[src/rtl/fwd_pkg.sv]
package fwd_pkg;
    typedef enum logic [1:0] {
        SEL_RF    = 2'b00,
        SEL_MEMWB = 2'b01,
        SEL_EXMEM = 2'b10
    } opsel_e;
endpackage

[src/rtl/fwd_operand_sel.sv]
module fwd_operand_sel
    import fwd_pkg::*;
#(
    parameter int AW = 5
) (
    input  logic          clk,
    input  logic          rst_n,
    input  logic [AW-1:0] src,
    input  logic [AW-1:0] exmem_rd,
    input  logic          exmem_we,
    input  logic [AW-1:0] memwb_rd,
    input  logic          memwb_we,
    output opsel_e        sel
);
    logic hit_em;
    logic hit_mw;

    always_comb begin
        hit_em = exmem_we && (exmem_rd != '0) && (exmem_rd == src);
        hit_mw = memwb_we && (memwb_rd != '0) && (memwb_rd == src);
    end

    // younger producer first
    always_comb begin
        if (hit_em)      sel = SEL_EXMEM;
        else if (hit_mw) sel = SEL_MEMWB;
        else             sel = SEL_RF;
    end

    // a memory-stage pick needs an enabled matching producer
    a_r1_exmem_backed: assert property (@(posedge clk) disable iff (!rst_n)
        (sel == SEL_EXMEM) |-> (exmem_we && exmem_rd == src));

    // a write-back pick needs an enabled matching producer
    a_r2_memwb_backed: assert property (@(posedge clk) disable iff (!rst_n)
        (sel == SEL_MEMWB) |-> (memwb_we && memwb_rd == src));

    // register 0 reads the register file
    a_r5_zero_src: assert property (@(posedge clk) disable iff (!rst_n)
        (src == '0) |-> (sel == SEL_RF));
endmodule

[src/rtl/fwd_load_use.sv]
module fwd_load_use #(
    parameter int AW = 5
) (
    input  logic          clk,
    input  logic          rst_n,
    input  logic [AW-1:0] id_rs1,
    input  logic [AW-1:0] id_rs2,
    input  logic [AW-1:0] idex_rd,
    input  logic          idex_we,
    input  logic          idex_load,
    output logic          hold
);
    logic dest_live;
    logic uses_dest;

    always_comb begin
        dest_live = idex_we && idex_load && (idex_rd != '0);
        uses_dest = (id_rs1 == idex_rd) || (id_rs2 == idex_rd);
        hold      = dest_live && uses_dest;
    end

    // only an enabled load can freeze the front end
    a_r7_hold_needs_load: assert property (@(posedge clk) disable iff (!rst_n)
        hold |-> (idex_load && idex_we));

    // a hold always names a live nonzero decode source
    a_r10_hold_source: assert property (@(posedge clk) disable iff (!rst_n)
        hold |-> (idex_rd != '0 && (id_rs1 == idex_rd || id_rs2 == idex_rd)));
endmodule

[src/rtl/fwd_hazard_unit.sv]
module fwd_hazard_unit
    import fwd_pkg::*;
#(
    parameter int AW = 5
) (
    input  logic          clk,
    input  logic          rst_n,
    input  logic [AW-1:0] ex_rs1,
    input  logic [AW-1:0] ex_rs2,
    input  logic [AW-1:0] id_rs1,
    input  logic [AW-1:0] id_rs2,
    input  logic [AW-1:0] idex_rd,
    input  logic          idex_we,
    input  logic          idex_load,
    input  logic [AW-1:0] exmem_rd,
    input  logic          exmem_we,
    input  logic [AW-1:0] memwb_rd,
    input  logic          memwb_we,
    output logic [1:0]    fwd_a_sel,
    output logic [1:0]    fwd_b_sel,
    output logic          stall,
    output logic          bubble
);
    localparam int NOPS = 2;

    logic [AW-1:0] src   [NOPS];
    opsel_e        pick  [NOPS];
    logic          hold;

    assign src[0] = ex_rs1;
    assign src[1] = ex_rs2;

    for (genvar g = 0; g < NOPS; g++) begin : g_opnd
        fwd_operand_sel #(.AW(AW)) u_sel (
            .clk      (clk),
            .rst_n    (rst_n),
            .src      (src[g]),
            .exmem_rd (exmem_rd),
            .exmem_we (exmem_we),
            .memwb_rd (memwb_rd),
            .memwb_we (memwb_we),
            .sel      (pick[g])
        );
    end

    fwd_load_use #(.AW(AW)) u_ilk (
        .clk       (clk),
        .rst_n     (rst_n),
        .id_rs1    (id_rs1),
        .id_rs2    (id_rs2),
        .idex_rd   (idex_rd),
        .idex_we   (idex_we),
        .idex_load (idex_load),
        .hold      (hold)
    );

    assign fwd_a_sel = pick[0];
    assign fwd_b_sel = pick[1];
    assign stall     = hold;
    assign bubble    = hold;

    // bubble and stall travel together
    a_r9_bubble_with_stall: assert property (@(posedge clk) disable iff (!rst_n)
        bubble == stall);

    // operand B obeys the same backing rule as operand A
    a_r11_b_exmem_backed: assert property (@(posedge clk) disable iff (!rst_n)
        (fwd_b_sel == 2'b10) |-> (exmem_we && exmem_rd == ex_rs2 && ex_rs2 != '0));
endmodule

[config.mk]
export PLATFORM = sky130hd
export DESIGN_NAME = fwd_hazard_unit
export DESIGN_NICKNAME = d
export VERILOG_FILES = /design/src/rtl/fwd_pkg.sv /design/src/rtl/fwd_operand_sel.sv /design/src/rtl/fwd_load_use.sv /design/src/rtl/fwd_hazard_unit.sv
export SDC_FILE = /design/constraint.sdc
export NUM_CORES = 1
export LEC_CHECK = 0
export BUFFER_PORTS_ARGS = -buffer_cell sky130_fd_sc_hd__buf_2
export CAP_MARGIN = 40
export CELL_PAD_IN_SITES_DETAIL_PLACEMENT = 1
export CELL_PAD_IN_SITES_GLOBAL_PLACEMENT = 1
export CORE_MARGIN = 2
export CORE_UTILIZATION = 21
export DETAILED_ROUTE_END_ITERATION = 8
export PLACE_DENSITY_LB_ADDON = 0.1
export SKIP_LAST_GASP = 1
export SLEW_MARGIN = 5
export SYNTH_ARGS = -nofsm -noshare
export SYNTH_HDL_FRONTEND = slang
export SYNTH_HIERARCHICAL = 1
export SYNTH_SLANG_ARGS = --single-unit
[constraint.sdc]
create_clock -name vclk -period 1.1
set_input_delay 0.11 -clock vclk [all_inputs]
set_output_delay 0.11 -clock vclk [all_outputs]
set_load 0.02 [all_outputs]
* Word-level counts from Yosys, hierarchy flattened
Index checks and enable logic that the tools add are counted.
** Word-level totals
- Logic and storage cells :: 23
- Bits in registers :: 0
- Output and inout port bits :: 6
- Input port bits :: 41
** Operators by class
- Reductions and logical operators :: 13
- Equality and inequality tests :: 6
- Muxes and demuxes :: 4
** Operators by type and width (count)
- $eq A5 B5 Y1 :: 6
- $reduce_bool A5 Y1 :: 3
- $logic_and A1 B1 Y1 :: 9
- $mux W2 :: 2
- $mux W1 :: 2
- $logic_or A1 B1 Y1 :: 1

* Depth between registers and ports, before layout
- Depth in word-level cells :: 5
- Depth in mapped cells :: 5
- Mapped depth without buffers :: 4

* Modules after synthesis
The synthesis kept the hierarchy.
** Modules (own cells, without submodules)
- fwd_operand_sel :: cells each 21, sequential area each 0.0 um^2, times used 2, area an instance 158.9 um^2
- fwd_load_use :: cells each 17, sequential area each 0.0 um^2, times used 1, area an instance 132.6 um^2
- fwd_hazard_unit :: cells each 1, sequential area each 0.0 um^2, times used 1, area an instance 7.5 um^2

* Worst setup path before layout
Ideal clock, no wire load.
- Path type :: input to output
- Start point :: input idex_rd[2]
- End point :: output stall
- Arrival time :: 1.139 ns
- Path slack :: -0.149 ns
- Data required time :: 0.990 ns
- Stages :: 5
- Buffers on the path :: 1
- Cell sequence :: xor2_1 > nor3_1 > nand3_1 > a21oi_1 > buf_4
** On the way
- Word-level cells in the longest chain between the ends :: 3
- Elaborated cells on any way between the ends :: 6
- Those cells by class :: eq/ne: 2; reduce/logical: 4
** RTL lines
- start: declaration :: line fwd_hazard_unit.sv:12 : input logic [AW-1:0] idex_rd,
- $eq A5 B5 Y1 or $reduce_bool A5 Y1 (tied branches) :: line fwd_load_use.sv:18, fwd_load_use.sv:17
- $logic_or A1 B1 Y1 or $logic_and A1 B1 Y1 (tied branches) :: line fwd_load_use.sv:18, fwd_load_use.sv:17
- $logic_and A1 B1 Y1 * :: line fwd_load_use.sv:19 : hold = dest_live && uses_dest;
- end: declaration :: line fwd_hazard_unit.sv:21 : output logic stall,
Mark *: on every way between the ends. The rest lies on a longest branch, timed or not.

* Worst setup path after layout
- Start point :: input idex_rd[3]
- End point :: output bubble
** On the way
- Word-level cells in the longest chain between the ends :: 3
- Elaborated cells on any way between the ends :: 6
- Those cells by class :: eq/ne: 2; reduce/logical: 4
** RTL lines
- $eq A5 B5 Y1 or $reduce_bool A5 Y1 (tied branches) :: line fwd_load_use.sv:18, fwd_load_use.sv:17
- $logic_or A1 B1 Y1 or $logic_and A1 B1 Y1 (tied branches) :: line fwd_load_use.sv:18, fwd_load_use.sv:17
- $logic_and A1 B1 Y1 * :: line fwd_load_use.sv:19
- end: declaration :: line fwd_hazard_unit.sv:22 : output logic bubble
Marks and branches as above.

==> reports/metrics.yaml <==
drt:
  drtAntennaViolNets: 0
  wire_per_inst_um: 14.46
  drtIter0Drc: 3
  route.detailed.drc: 0
  drt-total-wl_mm: 1.996
  first_pass_iters: 2
  routed_via_density: 4.667
  num_vias: 644
sta:
  setup_viol: 5
  finalWorstSetupSlack_ns: -0.1189
  final_max_slew_viol_count: 0
  tightest_slew_ns: 0.2661
  fin_hold_ws_ns: 0.5591
  finalHoldViolCount: 0
  rsz0062_at_grt: "true"
  relSlewSlack: 0.8220
  min_period_over_period: 1.108
  fin_crit_ns: 1.219
  fmaxAchievable_ghz: 0.8204
critical_path:
  crit_path_max_fanout: 2
  worstSetupPathType: "input pin to output pin"
  crit_start: "idex_rd[3]"
  worstSetupEndpointType: "output pin"
  crit_required_ns: 0.99
  cp-start-kind: "input pin"
  crit_arrival_ns: 1.11
synthesis:
  synthCells: 60
  synthXorXnorAreaFrac: 0.4973
  yosysWarnings: 6
  ys_seq_area_frac: 0
  synth_mux_area_frac: 0
  synth_simple_gate_area_share: 0.2678
  synth_cell_types: 14
  netlist_area_um2: 457.9
  synth_fp_nets: 101
  synth_top_family_by_area: "XOR/XNOR gates"
  avgSynthCellArea_um2: 7.632
  synth-compound-area-share: 0.1858
  synth_fa_ha_area_frac: 0
pwr:
  p_int_uw: 218.6
  switching_share: 0.4316
  power_per_cell_area_mw_per_mm2: 365.9
  p_clk_frac: 0
  p_comb_frac: 1.000
  ir_drop_uv: 167.0
  power.total_uw: 384.5
  p_switching_uw: 166.0
  power.leakage_nw: 0.4470
  p_seq_frac: 0
finish:
  drive_above_1_share: 0.6847
  final_core_utilization: 0.5250
  finalNetCount: 154
  antenna-diode-count: 0
  seqCellArea_um2: 0
  area_growth_pct: 129.5
  seq_cells: 0
  clock_buffer_count: 0
  fin_area_mm2: 0.001051
global_route:
  grt_max_degree: 5
  grt_pass1_vias: 699
  grt_first_pass_wirelength_mm: 3.215
  antenna_found_initial: 0
  grt_util_all_layers: 0.1596
  gr-total-overflow: 0
job:
  max-cap-violations: 0
floorplan:
  die_w_um: 50.70
  rows: 16
  coreArea_mm2: 0.002002
  chipHeight_um: 50.70
  initial_core_util: 0.2287
  die_area_mm2: 0.002570
  io_pins: 47
placed_design:
  routabilityCongestion: 0.6865
  dpl_worst_slack_ns: -0.1690
  io_buffers: 45
  placed_area_um2: 769.5
  hpwlAfterDp_mm: 1.517
hold_path:
  whs_path_depth: 4
  hold_start: "idex_we"
  hold_path_class: "input pin to output pin"
run_status:
  status: "finished, violations left"
  violations: "negative setup slack"
cts:
  postCtsHoldBufs: 0
cell usage in the layout (no fill, tap or decap), types with 3 or more instances in the layout:
cell type,synthesis,layout
nor3_2,2,4
nor3_1,6,4
xnor2_1,14,8
buf_12,0,3
nand2_1,4,4
buf_6,0,16
buf_4,3,11
xor2_1,12,12
xnor2_2,0,6
buf_2,0,23
nand3_1,6,5
kinds of logic (layout without fill, tap and decap cells):
| family | after synthesis | count (layout) |
|---|---|---|
| simple gates | 23 | 23 |
| buf+inv | 3 | 54 |
| compound gates | 8 | 8 |
| xor+xnor | 26 | 26 |
synthesized netlist by cell type, drive strengths merged:
| cell | number | area share |
|---|---|---|
| xnor2 | 14 | 0.27 |
| nand3 | 6 | 0.066 |
| a211oi | 2 | 0.055 |
| nand2 | 4 | 0.033 |
| o41ai | 2 | 0.071 |
| buf | 3 | 0.049 |
| nor3 | 8 | 0.11 |
| nor4 | 2 | 0.027 |
| or4 | 1 | 0.016 |
| a21oi | 3 | 0.033 |
| xor2 | 12 | 0.23 |
| nor2 | 2 | 0.016 |
| o211ai | 1 | 0.027 |
worst paths after layout:
kind | to | slack, ns
max | bubble | -0.12
min | stall | 0.56
per-stage QoR:
step / setup TNS, ns / std cells
6_report: -0.3399 / 138
5_1_grt: -0.6856 / 138
4_1_cts: -0.2892 / 137
3_5_place_dp: -0.7456 / 137
3_3_place_gp: -0.6553 / 137
2_1_floorplan: -0.05737 / 60
repair_timing:
action                     CTS  global route
setup buffers                0             1
pin swaps                   23             7
cloned                       0             0
setup endpoints to repair    6             6
resized for setup           44            16
routing by layer:
metal	share of wire	track usage
met2	0.60	0.3509
met3	0.075	0.01786
met5	0	0
met4	0	0
met1	0.33	0.1640
power groups by stage:
stage | logic, mW | clock network [mW] | registers (mW)
2_1_floorplan | 0.123 | 0 | 0
3_3_place_gp | 0.268 | 0 | 0
3_5_place_dp | 0.274 | 0 | 0
4_1_cts | 0.343 | 0 | 0
5_1_grt | 0.417 | 0 | 0
6_report | 0.385 | 0 | 0
critical path, cell delays in order:
cell and delay, ns:
buf_6 0.09, or4_4 0.52, o211ai_2 0.19, a21oi_4 0.06, buf_6 0.13
cell type report:
class	instances	area, µm²
Tap cell	27	33.78
Timing Repair Buffer	54	452.9
Fill cell	250	950.9
Multi-Input combinational cell	57	564.3
Power figures use the tool's default switching activity.
